[config.mk]
export PLATFORM = sky130hd
export DESIGN_NAME = upconv
export DESIGN_NICKNAME = d
export VERILOG_FILES = /design/src/rtl/upconv_pkg.sv /design/src/rtl/upconv_phase.sv /design/src/rtl/upconv_rotate.sv /design/src/rtl/upconv.sv
export SDC_FILE = /design/constraint.sdc
export NUM_CORES = 1
export LEC_CHECK = 0
export BUFFER_PORTS_ARGS = -buffer_cell sky130_fd_sc_hd__buf_2
export CAP_MARGIN = 15
export CORE_MARGIN = 1
export CORE_UTILIZATION = 45
export CTS_CLUSTER_SIZE = 28
export DETAILED_ROUTE_END_ITERATION = 8
export GPL_TIMING_DRIVEN = 1
export PLACE_DENSITY = 0.68
export SLEW_MARGIN = 20
export SYNTH_ARGS = -nofsm -noshare
export SYNTH_HDL_FRONTEND = slang
export SYNTH_SLANG_ARGS = --single-unit
[constraint.sdc]
create_clock -name clk -period 4.2 [get_ports clk]
set_input_delay 0.42 -clock clk [delete_from_list [all_inputs] [get_ports clk]]
set_output_delay 0.42 -clock clk [all_outputs]
set_load 0.01 [all_outputs]
[src/rtl/upconv_pkg.sv]
package upconv_pkg;
  typedef enum logic [1:0] {
    SHIFT_NONE    = 2'b00,
    SHIFT_HALF    = 2'b01,
    SHIFT_QTR     = 2'b10,
    SHIFT_QTR_ALT = 2'b11
  } shift_e;

  localparam int PHASE_W = 2;
endpackage

[src/rtl/upconv_phase.sv]
module upconv_phase
  import upconv_pkg::*;
(
  input  logic               clk,
  input  logic               rst,
  input  logic               step,
  output logic [PHASE_W-1:0] phase
);
  always_ff @(posedge clk) begin
    if (rst)       phase <= '0;
    else if (step) phase <= phase + 1'b1;
  end
endmodule

[src/rtl/upconv_rotate.sv]
module upconv_rotate
  import upconv_pkg::*;
#(
  parameter int DATA_W = 12
) (
  input  logic [PHASE_W-1:0] phase,
  input  logic [1:0]         shift,
  input  logic               real_mode,
  input  logic               rot_pos,
  input  logic               hpf_en,
  input  logic signed [DATA_W-1:0] a_i,
  input  logic signed [DATA_W-1:0] a_q,
  output logic signed [DATA_W-1:0] y_i,
  output logic signed [DATA_W-1:0] y_q
);
  localparam logic signed [DATA_W-1:0] MAXV = {1'b0, {(DATA_W-1){1'b1}}};
  localparam logic signed [DATA_W-1:0] MINV = {1'b1, {(DATA_W-1){1'b0}}};

  function automatic logic signed [DATA_W-1:0] sneg(input logic signed [DATA_W-1:0] x);
    return (x == MINV) ? MAXV : -x;
  endfunction

  logic                      dir_pos;
  logic [PHASE_W-1:0]        step;
  logic                      real_eff;
  logic signed [DATA_W-1:0]  r_i, r_q, h_i, h_q;

  always_comb begin
    dir_pos  = rot_pos ^ (shift == SHIFT_QTR_ALT);
    step     = dir_pos ? phase : (PHASE_W'(0) - phase);
    real_eff = real_mode | ~shift[1];
    r_i = a_i;
    r_q = a_q;
    case (shift_e'(shift))
      SHIFT_NONE: begin
        r_i = a_i;
        r_q = a_q;
      end
      SHIFT_HALF: begin
        r_i = phase[0] ? sneg(a_i) : a_i;
        r_q = phase[0] ? sneg(a_q) : a_q;
      end
      default: begin
        case (step)
          2'd0: begin r_i = a_i;       r_q = a_q;       end
          2'd1: begin r_i = sneg(a_q); r_q = a_i;       end
          2'd2: begin r_i = sneg(a_i); r_q = sneg(a_q); end
          default: begin r_i = a_q;    r_q = sneg(a_i); end
        endcase
      end
    endcase
    h_i = (hpf_en && phase[0]) ? sneg(r_i) : r_i;
    h_q = (hpf_en && phase[0]) ? sneg(r_q) : r_q;
    y_i = h_i;
    y_q = real_eff ? h_i : h_q;
  end
endmodule

[src/rtl/upconv.sv]
module upconv
  import upconv_pkg::*;
#(
  parameter int DATA_W = 12
) (
  input  logic                     clk,
  input  logic                     rst,
  input  logic                     in_valid,
  input  logic signed [DATA_W-1:0] in_i,
  input  logic signed [DATA_W-1:0] in_q,
  input  logic [1:0]               cfg_shift,
  input  logic                     cfg_real_mode,
  input  logic                     cfg_rot_pos,
  input  logic [1:0]               cfg_interp,
  input  logic                     cfg_hpf,
  output logic                     out_valid,
  output logic signed [DATA_W-1:0] out_i,
  output logic signed [DATA_W-1:0] out_q
);
  logic [PHASE_W-1:0]       phase;
  logic                     hpf_en;
  logic signed [DATA_W-1:0] y_i, y_q;

  assign hpf_en = cfg_hpf && (cfg_interp != 2'b00);

  upconv_phase u_phase (
    .clk   (clk),
    .rst   (rst),
    .step  (in_valid),
    .phase (phase)
  );

  upconv_rotate #(.DATA_W(DATA_W)) u_rot (
    .phase     (phase),
    .shift     (cfg_shift),
    .real_mode (cfg_real_mode),
    .rot_pos   (cfg_rot_pos),
    .hpf_en    (hpf_en),
    .a_i       (in_i),
    .a_q       (in_q),
    .y_i       (y_i),
    .y_q       (y_q)
  );

  always_ff @(posedge clk) begin
    if (rst) begin
      out_valid <= 1'b0;
      out_i     <= '0;
      out_q     <= '0;
    end else begin
      out_valid <= in_valid;
      if (in_valid) begin
        out_i <= y_i;
        out_q <= y_q;
      end
    end
  end
endmodule

==> metrics <==
outcome completed; final routed DRC violation total 0; most common cell after layout, fill and taps aside sky130_fd_sc_hd__nor2_1; Clk Latency, worst-skew pair between 0.2 and 0.3 ns; wire length of the first global-routing pass 24200 µm; final critical-path required period 3.971 ns; half-perimeter wire length of the detailed placement result 11930 µm; startpoint type of the worst setup path flip-flop; diode count 0; number of rows created at floorplan 33; power density of the placed cells about 240 nW/µm²; max-capacitance violation count 0; Antenna Violating Nets Remaining 0; data arrival time of the critical path just over 4 ns; die area roughly 9100 µm²; hold-fix buffers at CTS 0; static leakage power approximately 0.0017 µW; final count of pins violating max slew 0; share of async-settable or async-resettable flops after synthesis 0%; RePlAce Congestion just over 1; Mapped Cells about 580; RSZ-0062 raised after global routing false; worst slack at placement ~0.16 ns; proportion of layout cells with a drive suffix above 1 approximately 20%; Syn Std Cell Area 3943 µm²; Worst Max-Slew Pin Slew roughly 0.75 ns; Inserted Clock Buffers 3; number of warning messages in the yosys log 0; starting density of the core about 47%; Die H ~96 µm; Core Area about 8300 µm²; Fillers 878; number of nets in the finished design 652; worst rel slew slack around 50%; number of top-level pins 59; maximum clock rate 0.2518 GHz; average footprint of a synthesized cell 6.857 µm²; number of cells traversed by the worst hold path 1; proportion of netlist area held by the largest area contributor 13.71%; maximum number of pins on one net before global-route repair 37; count of input and output buffers 58; clock tree from TritonCTS yes; crit share post-route between 90 and 100%; aggregate negative setup slack 0 ns; Clock Skew 0.002656 ns; DRT iter0 DRCs between 500 and 600; wire per inst 21.39 µm; endpoints failing hold 0; clock sink total 27; cell types with the largest area share after synthesis sky130_fd_sc_hd__dfxtp_1 14%, sky130_fd_sc_hd__nor2_1 5.8%, sky130_fd_sc_hd__o21ai_0 5.2%; vias after detailed routing around 4800; most used cells in the layout excluding fill and tap cells 61 x sky130_fd_sc_hd__nor2_1, 58 x sky130_fd_sc_hd__buf_2, 42 x sky130_fd_sc_hd__nand2_1; maximum fanout along the worst path 15; htree depth 1; net count of the mapped netlist roughly 600; library cells used by synthesis 83; Area growth, synth to finish 11.55%; post-synthesis register bit count 27; CTS Root Buffer Type sky130_fd_sc_hd__clkbuf_8; HP Class reg -> reg; commonest register cell after synthesis sky130_fd_sc_hd__dfxtp_1; DRT Wirelength 15320 µm; Overflow after GRT 0; EDFF count, synth 0; Tot GR Track Use 34.67%; clock edge transition at the registers on the reported setup and hold paths around 0.090 ns; number of global-route vias before repair 4346; number of optimization iterations in the first detailed-route pass 5; required time at the worst-slack endpoint 4.36 ns; sequential area share after synthesis 13.71%; cells on worst reg2reg path 16; antenna violations before repair 0; cell count after placement between 700 and 800; largest buffer count on any clock path 2; cell type with the largest total area after synthesis sky130_fd_sc_hd__dfxtp_1; final standard cell count with taps included and fillers excluded around 700; VDD IR max about 130 µV; die span in x roughly 96 µm; number of setup violations in the final report 0; capturing element type of the critical path flip-flop; setup slack of the critical path after layout about 0.23 ns; path type of the worst setup path reg -> reg; via density per instance 6.732
==> through the flow <==
step / total power, µW / utilization [%] / hold slack (ns) / area (µm²)
finish: 1051 / 52.73 / 0.4689 / 4398
global route: 1122 / 52.73 / 0.4802 / 4398
CTS: 1038 / 52.69 / 0.4720 / 4394
detailed placement: 889.4 / 52.13 / 0.4506 / 4348
global placement: 887.6 / 52.13 / 0.4481 / 4348
floorplan: 694.0 / - / 0.4910 / 3943
==> cell families (layout without fill, tap and decap cells) <==
group | count (synthesis) | in the layout | share of synthesized area [%]
flip-flops | 27 | 27 | 13.71
AND/OR/NAND/NOR | 223 | 223 | 30.05
multiplexers | 11 | 11 | 2.825
XOR/XNOR | 24 | 24 | 5.332
adder cells (fa/ha/maj) | 6 | 6 | 1.904
AO/OA/AOI/OAI | 213 | 213 | 38.62
buffers and inverters | 71 | 107 | 7.553
==> sequential cells by signal, summed over array words and instances (netlist names) <==
signal and count:
out_i 12, out_valid 1, u_phase.phase 2, out_q 12
==> final cells by class <==
type                       count  area [µm²]  share of cell area [%]
multi-input combinational    477        3108                   70.67
sequential                    27       540.5                   12.29
timing repair buffer          88       515.5                   11.72
tap                          105       131.4                   2.987
inverter                      15       56.30                   1.280
clock buffer                   3       41.29                  0.9388
clock inverter                 1       5.005                  0.1138
==> report_power, final <==
group,switching [µW],leakage [µW],internal (µW),total (µW)
registers,14.9,0.000224,282,297
logic,380,0.00141,226,606
clock network,82.0,0.0000255,66.7,149
==> cells in the mapped netlist (all sizes together), types with 5 or more instances <==
| cell | instances |
|---|---|
| ha | 6 |
| nor4 | 7 |
| a22o | 6 |
| clkbuf | 40 |
| or3 | 11 |
| mux2i | 10 |
| o21ai | 43 |
| nand4 | 11 |
| nor3 | 26 |
| inv | 13 |
| and2 | 6 |
| a211oi | 15 |
| a31oi | 12 |
| o22ai | 18 |
| xnor2 | 18 |
| nor3b | 5 |
| xor2 | 6 |
| o31ai | 8 |
| nand3 | 15 |
| o221ai | 7 |
| buf | 16 |
| a21oi | 29 |
| nand2b | 8 |
| o211ai | 12 |
| or2 | 6 |
| nand2 | 44 |
| a22oi | 5 |
| dfxtp | 27 |
| o2111ai | 7 |
| o21a | 7 |
| nor2 | 61 |
==> per-layer routing <==
metal	vias to the layer above	wire, µm	share of wire (%)	global-route usage (%)
met1	2254	6972	46	50.86
met4	0	391	2.6	7.836
met2	254	6336	41	51.01
met5	-	0	0	0
met3	36	1615	11	7.496
li1	2276	-	-	-
==> repair_timing <==
action	CTS	global route
buffers inserted	0	0
resized for setup	0	1
endpoints found under the setup margin	0	1
==> critical path, cell delays in order, from the launching register on <==
cell	delay (ns)
sky130_fd_sc_hd__dfxtp_1	0.32
sky130_fd_sc_hd__clkinv_1	0.07
sky130_fd_sc_hd__buf_4	0.20
sky130_fd_sc_hd__ha_1	0.21
sky130_fd_sc_hd__buf_4	0.26
sky130_fd_sc_hd__nand3_1	0.11
sky130_fd_sc_hd__o31ai_1	0.58
sky130_fd_sc_hd__nor3_1	0.15
sky130_fd_sc_hd__or2_2	0.36
sky130_fd_sc_hd__ha_1	0.23
sky130_fd_sc_hd__o211ai_1	0.14
sky130_fd_sc_hd__or3_1	0.23
sky130_fd_sc_hd__and4bb_1	0.24
sky130_fd_sc_hd__buf_4	0.17
sky130_fd_sc_hd__or3_1	0.31
sky130_fd_sc_hd__o22ai_1	0.19
sky130_fd_sc_hd__a211oi_2	0.07
==> path summary, 6_finish.rpt <==
path                    startpoint        end  slack, ns
setup / recovery  u_phase.phase[0]   out_q[9]       0.23
hold / removal           out_i[11]  out_i[11]       0.47
setup reg to reg  u_phase.phase[0]   out_q[9]       0.23
hold reg to reg          out_i[11]  out_i[11]       0.47
Power figures use the tool's default switching activity.
